[src/rtl/fc_pkg.sv]
package fc_pkg;

  // Coarse-mode threshold pair, indexed by the low half of the trigger field.
  function automatic logic [7:0] coarse_hi(input logic [1:0] idx);
    case (idx)
      2'd0:    coarse_hi = 8'd8;
      2'd1:    coarse_hi = 8'd16;
      2'd2:    coarse_hi = 8'd56;
      default: coarse_hi = 8'd60;
    endcase
  endfunction

  function automatic logic [7:0] coarse_lo(input logic [1:0] idx);
    case (idx)
      2'd0:    coarse_lo = 8'd4;
      2'd1:    coarse_lo = 8'd8;
      2'd2:    coarse_lo = 8'd32;
      default: coarse_lo = 8'd48;
    endcase
  endfunction

  // Coarse-mode receive trigger, indexed by the upper half of the field.
  function automatic logic [7:0] coarse_rx(input logic [1:0] idx);
    case (idx)
      2'd0:    coarse_rx = 8'd8;
      2'd1:    coarse_rx = 8'd16;
      2'd2:    coarse_rx = 8'd56;
      default: coarse_rx = 8'd60;
    endcase
  endfunction

endpackage

[src/rtl/fc_thresh_sel.sv]
module fc_thresh_sel #(
  parameter int REG_W = 8
) (
  input  logic [3:0]       trig_sel,
  input  logic [REG_W-1:0] tx_lvl,
  input  logic [REG_W-1:0] rx_lvl,
  input  logic [REG_W-1:0] flow_hi,
  input  logic [REG_W-1:0] flow_lo,
  output logic [REG_W-1:0] hi_thr,
  output logic [REG_W-1:0] lo_thr,
  output logic [REG_W-1:0] rx_trig
);
  import fc_pkg::*;

  localparam int NREG = 4;

  logic [REG_W-1:0] ext_regs [NREG];
  logic [NREG-1:0]  reg_nz;
  logic             fine_mode;

  assign ext_regs[0] = tx_lvl;
  assign ext_regs[1] = rx_lvl;
  assign ext_regs[2] = flow_hi;
  assign ext_regs[3] = flow_lo;

  // One non-zero detector per extended register.
  for (genvar g = 0; g < NREG; g++) begin : g_nz
    assign reg_nz[g] = |ext_regs[g];
  end

  assign fine_mode = |reg_nz;

  always_comb begin
    if (fine_mode) begin
      hi_thr  = flow_hi;
      lo_thr  = flow_lo;
      rx_trig = (rx_lvl == '0) ? REG_W'(1) : rx_lvl;
    end else begin
      hi_thr  = REG_W'(coarse_hi(trig_sel[1:0]));
      lo_thr  = REG_W'(coarse_lo(trig_sel[1:0]));
      rx_trig = REG_W'(coarse_rx(trig_sel[3:2]));
    end
  end

endmodule

[src/rtl/fc_hysteresis.sv]
module fc_hysteresis #(
  parameter int CNT_W = 8,
  parameter int REG_W = 8
) (
  input  logic             clk,
  input  logic             rst,
  input  logic             flow_en,
  input  logic [CNT_W-1:0] rx_count,
  input  logic [REG_W-1:0] hi_thr,
  input  logic [REG_W-1:0] lo_thr,
  input  logic [REG_W-1:0] rx_trig,
  output logic             off_next,
  output logic             flow_off,
  output logic             rx_irq
);
  localparam int CMP_W = ((CNT_W > REG_W) ? CNT_W : REG_W) + 1;

  logic [CMP_W-1:0] cnt_x, hi_x, lo_x, trig_x;

  assign cnt_x  = CMP_W'(rx_count);
  assign hi_x   = CMP_W'(hi_thr);
  assign lo_x   = CMP_W'(lo_thr);
  assign trig_x = CMP_W'(rx_trig);

  // High comparison has priority so an inverted pair still resolves.
  always_comb begin
    if (!flow_en)             off_next = 1'b0;
    else if (cnt_x >= hi_x)   off_next = 1'b1;
    else if (cnt_x <= lo_x)   off_next = 1'b0;
    else                      off_next = flow_off;
  end

  always_ff @(posedge clk) begin
    if (rst) begin
      flow_off <= 1'b0;
      rx_irq   <= 1'b0;
    end else begin
      flow_off <= off_next;
      rx_irq   <= (cnt_x >= trig_x);
    end
  end

endmodule

[src/rtl/fc_pin_map.sv]
module fc_pin_map (
  input  logic clk,
  input  logic rst,
  input  logic pin_swap,
  input  logic off_next,
  input  logic cts_n,
  input  logic dsr_n,
  output logic rts_n,
  output logic dtr_n,
  output logic tx_clear_n
);
  // Unused request pin parks high (inactive).
  always_ff @(posedge clk) begin
    if (rst) begin
      rts_n      <= 1'b0;
      dtr_n      <= 1'b1;
      tx_clear_n <= 1'b1;
    end else begin
      rts_n      <= pin_swap ? 1'b1 : off_next;
      dtr_n      <= pin_swap ? off_next : 1'b1;
      tx_clear_n <= pin_swap ? dsr_n : cts_n;
    end
  end

endmodule

[src/rtl/rx_flow_ctrl.sv]
module rx_flow_ctrl #(
  parameter int DEPTH = 128,
  parameter int REG_W = 8,
  parameter int CNT_W = $clog2(DEPTH + 1)
) (
  input  logic             clk,
  input  logic             rst,
  input  logic [CNT_W-1:0] rx_count,
  input  logic             flow_en,
  input  logic             pin_swap,
  input  logic [3:0]       trig_sel,
  input  logic [REG_W-1:0] tx_lvl,
  input  logic [REG_W-1:0] rx_lvl,
  input  logic [REG_W-1:0] flow_hi,
  input  logic [REG_W-1:0] flow_lo,
  input  logic             cts_n,
  input  logic             dsr_n,
  output logic             rts_n,
  output logic             dtr_n,
  output logic             tx_clear_n,
  output logic             rx_irq,
  output logic             rx_space
);
  localparam int SPC_W = CNT_W + 1;

  logic [REG_W-1:0] hi_thr, lo_thr, rx_trig;
  logic             off_next, flow_off;

  fc_thresh_sel #(.REG_W(REG_W)) u_sel (
    .trig_sel (trig_sel),
    .tx_lvl   (tx_lvl),
    .rx_lvl   (rx_lvl),
    .flow_hi  (flow_hi),
    .flow_lo  (flow_lo),
    .hi_thr   (hi_thr),
    .lo_thr   (lo_thr),
    .rx_trig  (rx_trig)
  );

  fc_hysteresis #(.CNT_W(CNT_W), .REG_W(REG_W)) u_hys (
    .clk      (clk),
    .rst      (rst),
    .flow_en  (flow_en),
    .rx_count (rx_count),
    .hi_thr   (hi_thr),
    .lo_thr   (lo_thr),
    .rx_trig  (rx_trig),
    .off_next (off_next),
    .flow_off (flow_off),
    .rx_irq   (rx_irq)
  );

  fc_pin_map u_map (
    .clk        (clk),
    .rst        (rst),
    .pin_swap   (pin_swap),
    .off_next   (off_next),
    .cts_n      (cts_n),
    .dsr_n      (dsr_n),
    .rts_n      (rts_n),
    .dtr_n      (dtr_n),
    .tx_clear_n (tx_clear_n)
  );

  // Reception is limited only by capacity, never by the request state.
  assign rx_space = (SPC_W'(rx_count) < SPC_W'(DEPTH));

endmodule

[config.mk]
export PLATFORM = sky130hd
export DESIGN_NAME = rx_flow_ctrl
export DESIGN_NICKNAME = d
export VERILOG_FILES = /design/src/rtl/fc_pkg.sv /design/src/rtl/fc_thresh_sel.sv /design/src/rtl/fc_hysteresis.sv /design/src/rtl/fc_pin_map.sv /design/src/rtl/rx_flow_ctrl.sv
export SDC_FILE = /design/constraint.sdc
export NUM_CORES = 1
export LEC_CHECK = 0
export ABC_AREA = 1
export ABC_CLOCK_PERIOD_IN_PS = 3000
export CAP_MARGIN = 20
export CORE_MARGIN = 4
export CORE_UTILIZATION = 42
export CTS_BUF_LIST = sky130_fd_sc_hd__clkbuf_16
export DETAILED_ROUTE_END_ITERATION = 10
export PLACE_DENSITY = 0.92
export SKIP_CTS_REPAIR_TIMING = 1
export SLEW_MARGIN = 0
export SYNTH_ARGS = -nofsm -noshare
export SYNTH_HDL_FRONTEND = slang
export SYNTH_SLANG_ARGS = --single-unit
[constraint.sdc]
create_clock -name clk -period 3 [get_ports clk]
set_input_delay 0.45 -clock clk [delete_from_list [all_inputs] [get_ports clk]]
set_output_delay 0.45 -clock clk [all_outputs]
set_load 0.03 [all_outputs]
; ---- Word-level counts from Yosys, hierarchy flattened
; Cells that the tools add are included.
[totals]
ff_bits = 5
inputBits = 50
output_inout_bits = 5
word_cells = 31
[classes]
n_lt_le_gt_ge = 4
n_eq_ne = 4
muxes = 12
bitwise = 1
reduce_logical = 5
[ops]
columns = operator, n
row1 = $pmux W6 S3, 3
row2 = $mux W8, 4
row3 = $reduce_or A32 Y1, 1
row4 = $ge A8 B8 Y1, 2
row5 = $le A8 B8 Y1, 1
row6 = $logic_not A8 Y1, 1
row7 = $lt A8 B8 Y1 const B, 1
row8 = $mux W1, 5
row9 = $eq A2 B1 Y1 const B, 2
row10 = $eq A2 B2 Y1 const B, 2
row11 = $logic_not A2 Y1, 2
row12 = $reduce_or A2 Y1, 1
row13 = $not A1 Y1, 1

; ---- Logic depth before layout (Yosys ltp)
[logic_depth]
depth_word = 8
mapped_depth = 19
depth_no_buf = 19

; ---- By module
; A second synthesis with hierarchy kept.
[hier_totals]
hier_cells = 217
hier_area_um2 = 1173.6
[by_module_without_submodules]
columns = module, n_inst, cells_each, area_each_um2, seq_area_each_um2
row1 = fc_hysteresis, 1, 114, 715.7, 40.0
row2 = fc_thresh_sel, 1, 91, 359.1, 0.0
row3 = fc_pin_map, 1, 11, 95.1, 60.1
row4 = rx_flow_ctrl, 1, 1, 3.8, 0.0

; ---- Worst setup path after synthesis
; Ideal clock, no wire load.
[synth_timing]
path_kind = in2reg
start = input rx_lvl[1]
end = register u_map.rts_n
setup_ps = 115
t_arrival_ps = 1931
required_ps = 2885
slack_ps = 954
stages = 17
n_path_buf = 0
cell_sequence = nor2_1 > nand2_1 > nor2_2 > nand2_2 > nor2_8 > inv_4 > nor3_4 > nor2_1 > ha_1 > nand2_1 > inv_1 > nand2_1 > nand2_1 > a21oi_1 > nand2_1 > nand3_1 > nand2_1
[synth_via]
elab_chain_cells = 7
word_cells_on_any_way = 9
cone_classes = order compare: 2 / mux: 6 / reduce/logical: 1
[synth_lines]
columns = element, line_no
row1 = from (decl), rx_flow_ctrl.sv:13  ; input logic [REG_W-1:0] rx_lvl,
row2 = $reduce_or A32 Y1 *, fc_thresh_sel.sv:31  ; assign fine_mode = |reg_nz;
row3 = $mux W8, fc_thresh_sel.sv:34  ; if (fine_mode) begin
row4 = $le A8 B8 Y1, fc_hysteresis.sv:29  ; else if (cnt_x <= lo_x) off_next = 1'b0;
row5 = $mux W1, fc_hysteresis.sv:29
row6 = $mux W1 *, fc_hysteresis.sv:28  ; else if (cnt_x >= hi_x) off_next = 1'b1;
row7 = $mux W1 *, fc_hysteresis.sv:27  ; if (!flow_en) off_next = 1'b0;
row8 = $mux W1 *, fc_pin_map.sv:19  ; rts_n <= pin_swap ? 1'b1 : off_next;
row9 = to (signal assigned), fc_pin_map.sv:19
row10 = to (decl), fc_pin_map.sv:8  ; output logic rts_n,
; Every way passes the cells marked *; elsewhere a longest branch is shown, timed or not.
; A chain may end at the register's enable or synchronous reset.

; ---- Final worst setup path
[layout_timing]
start = input rx_lvl[5]
end = register u_map.rts_n
; Same word-level chain as after synthesis.

==> flow_summary.ini <==
[sta]
fmaxAchievable_ghz = 0.375
slew_violations = 0
finalHoldViolations = 0
slew_headroom_pct = 78.2
finalSetupTns_ns = 0
setup_slack_ns = 0.333
setup_viol = 0
tightest_slew_ns = 0.326
timing.final.crit_share_pct = 88.9
hold_slack_ns = 0.699
skew_ns = 0.0000521
rsz0062_at_grt = false
period_needed_ns = 2.67

[worst_setup_path]
critPathKind = input pin to flop
slowest_delay_ns = 0.42
slowest_stage = clkdlybuf4s50_1
critPathArrivalTime_ns = 2.78
cp_cell_sequence = clkdlybuf4s50_1, nor2_1, nand3_1, nor2_2, nand2_2, nor2_8, inv_4, nor3_4, nor2_1, ha_1, nand2_1, nor2_1, a21boi_0, nand2_1, nand2_1, nand3_1, nand2_1
end_kind = flop
cp-start-kind = input pin
critical_path.max_fanout = 10
critPathRequiredTime_ns = 3.12
cp_common_cell = nand2_1

[grt]
grt.overflow.total = 0
track_usage_pct = 18.2
grt_max_degree = 11
grt_pass1_vias = 1232
antenna_found_initial = 0
grt_pass1_wl_mm = 4.88

[clock_network]
ctsLongestPathBuffers = 2
cts-htree-levels = 1
cts-root-buf = clkbuf_16
numClockSinks = 5
cts_tree = built
clk_latency_ns = 0.23
cts_buffers = 3
clk_pin_slew_ns = 0.03

[detailed_routing]
drt_wl_total_mm = 2.96
drc_errors = 0
num_vias = 1205
antenna_left = 0
via_per_inst = 4.82
wire_per_inst_um = 11.8
drt-initial-drc-count = 29
dr.pass1.iters = 4

[placed_design]
place_hpwl_mm = 2.52
place_ws_ns = 0.226
port_buffers = 54
postPlaceCellArea_um2 = 1580
place.gp.congestion = 0.811

[die]
core-area_um2 = 2250
ios = 55
die_area_um2 = 3250
initial_core_util_pct = 44.8
rows = 17
fp.dieH_um = 57.0
die_x_um = 57.0

[synthesis]
ys.flop_type = dfxtp_1
yosysTopAreaCell = ha_1
syn_area_um2 = 1010
ys_seq_elements = 5
ys_seq_area_share_pct = 9.91
synth_top_area_share_pct = 29.7
synth_area_leaders = ha_1 30%, nand2_1 14%, nor2_1 12%
ys_async_sr_fraction_pct = 0
ys_types = 21
yosys_warnings = 0
synth-edff-count = 0
synth_nets = 240
synth.avg_cell_area_um2 = 6.08
synthCells = 166

[finish]
nNetsFinal = 297
fillCellCount = 186
postLayoutCellArea_um2 = 1660
multi_input_area_um2 = 787
seq_area_um2 = 100
area_growth_pct = 64.2
drive_gt1_share_pct = 4.95
final_util_pct = 73.5
n_antenna_cell = 0

[status]
outcome = completed

[power]
cellPowerDensity_nw_per_um2 = 290
leakagePower_nw = 0.853
peakVddDrop_mv = 0.523

[hold_path]
hp-class = flop to flop

[job]
maxCapViolCount = 0
## sequential cells by signal, indices dropped and copies added, names as in the netlist
name and count:
u_hys.flow_off 1, u_hys.rx_irq 1, u_map.dtr_n 1, u_map.rts_n 1
u_map.tx_clear_n 1
## where the power goes
group          switching, mW  internal, mW
clock                 0.0434         0.174
combinational         0.0857         0.104
sequential           0.00158        0.0721
## per-layer routing
metal | up-vias | wire length, µm | GRT usage, %
li1 | 645 | - | -
met1 | 505 | 1260 | 20.8
met2 | 46 | 1450 | 34.4
met3 | 9 | 180 | 3.62
met4 | 0 | 71 | 4.30
met5 | - | 0 | 0
## area by class of cell
type                    instances  share of cell area (%)
flip-flops and latches          5                    6.04
clock buffers                   3                    4.53
repair buffers                 54                    32.6
inverters                      30                    6.94
well taps                      28                    2.11
multi-input cells             129                    47.5
clock inverters                 1                   0.302
## path summary, 6_finish.rpt
check | from | cells after the start | end | slack [ns]
setup / recovery | rx_lvl[5] | 17 | u_map.rts_n | 0.33
hold / removal | u_hys.flow_off | 5 | u_map.dtr_n | 0.70
setup reg to reg | u_hys.flow_off | 5 | u_map.rts_n | 2.13
hold reg to reg | u_hys.flow_off | 5 | u_map.dtr_n | 0.70
## logic make-up after synthesis
| logic type | synth area share, % |
|---|---|
| AO/OA/AOI/OAI | 11.5 |
| adder cells (fa/ha/maj) | 29.7 |
| AND/OR/NAND/NOR | 36.7 |
| buffers and inverters | 12.1 |
| flip-flops | 9.91 |
## stage by stage
stage	cells	total power, mW
finish	250	0.481
global placement	246	0.257
global route	250	0.512
detailed placement	246	0.262
floorplan	166	0.163
CTS	250	0.484
## critical path, delay by kind of cell
kind / cells / cell delay, ns
AND/OR/NAND/NOR: 13 / 1.43
buffers and inverters: 2 / 0.49
adder cells (fa/ha/maj): 1 / 0.27
AO/OA/AOI/OAI: 1 / 0.14
## cells in the mapped netlist (all sizes together), types with 2 or more instances
cell,count
nand2,39
inv,30
dfxtp,5
o22ai,2
clkbuf,2
ha,24
nor2,34
a21oi,11
o21ai,4
nor3,2
nand3,8
## placed cells by master, fill, tap and decap left out, types with 2 or more instances in the layout
| cell type | synthesis | routed |
|---|---|---|
| a21oi_1 | 11 | 11 |
| clkbuf_16 | 0 | 3 |
| clkdlybuf4s50_1 | 0 | 54 |
| dfxtp_1 | 5 | 5 |
| ha_1 | 24 | 24 |
| inv_1 | 29 | 29 |
| nand2_1 | 38 | 38 |
| nand3_1 | 8 | 8 |
| nor2_1 | 31 | 31 |
| nor2_2 | 2 | 2 |
| o21ai_0 | 4 | 4 |
| o22ai_1 | 2 | 2 |
No activity file was read; power rests on OpenSTA's default activity.
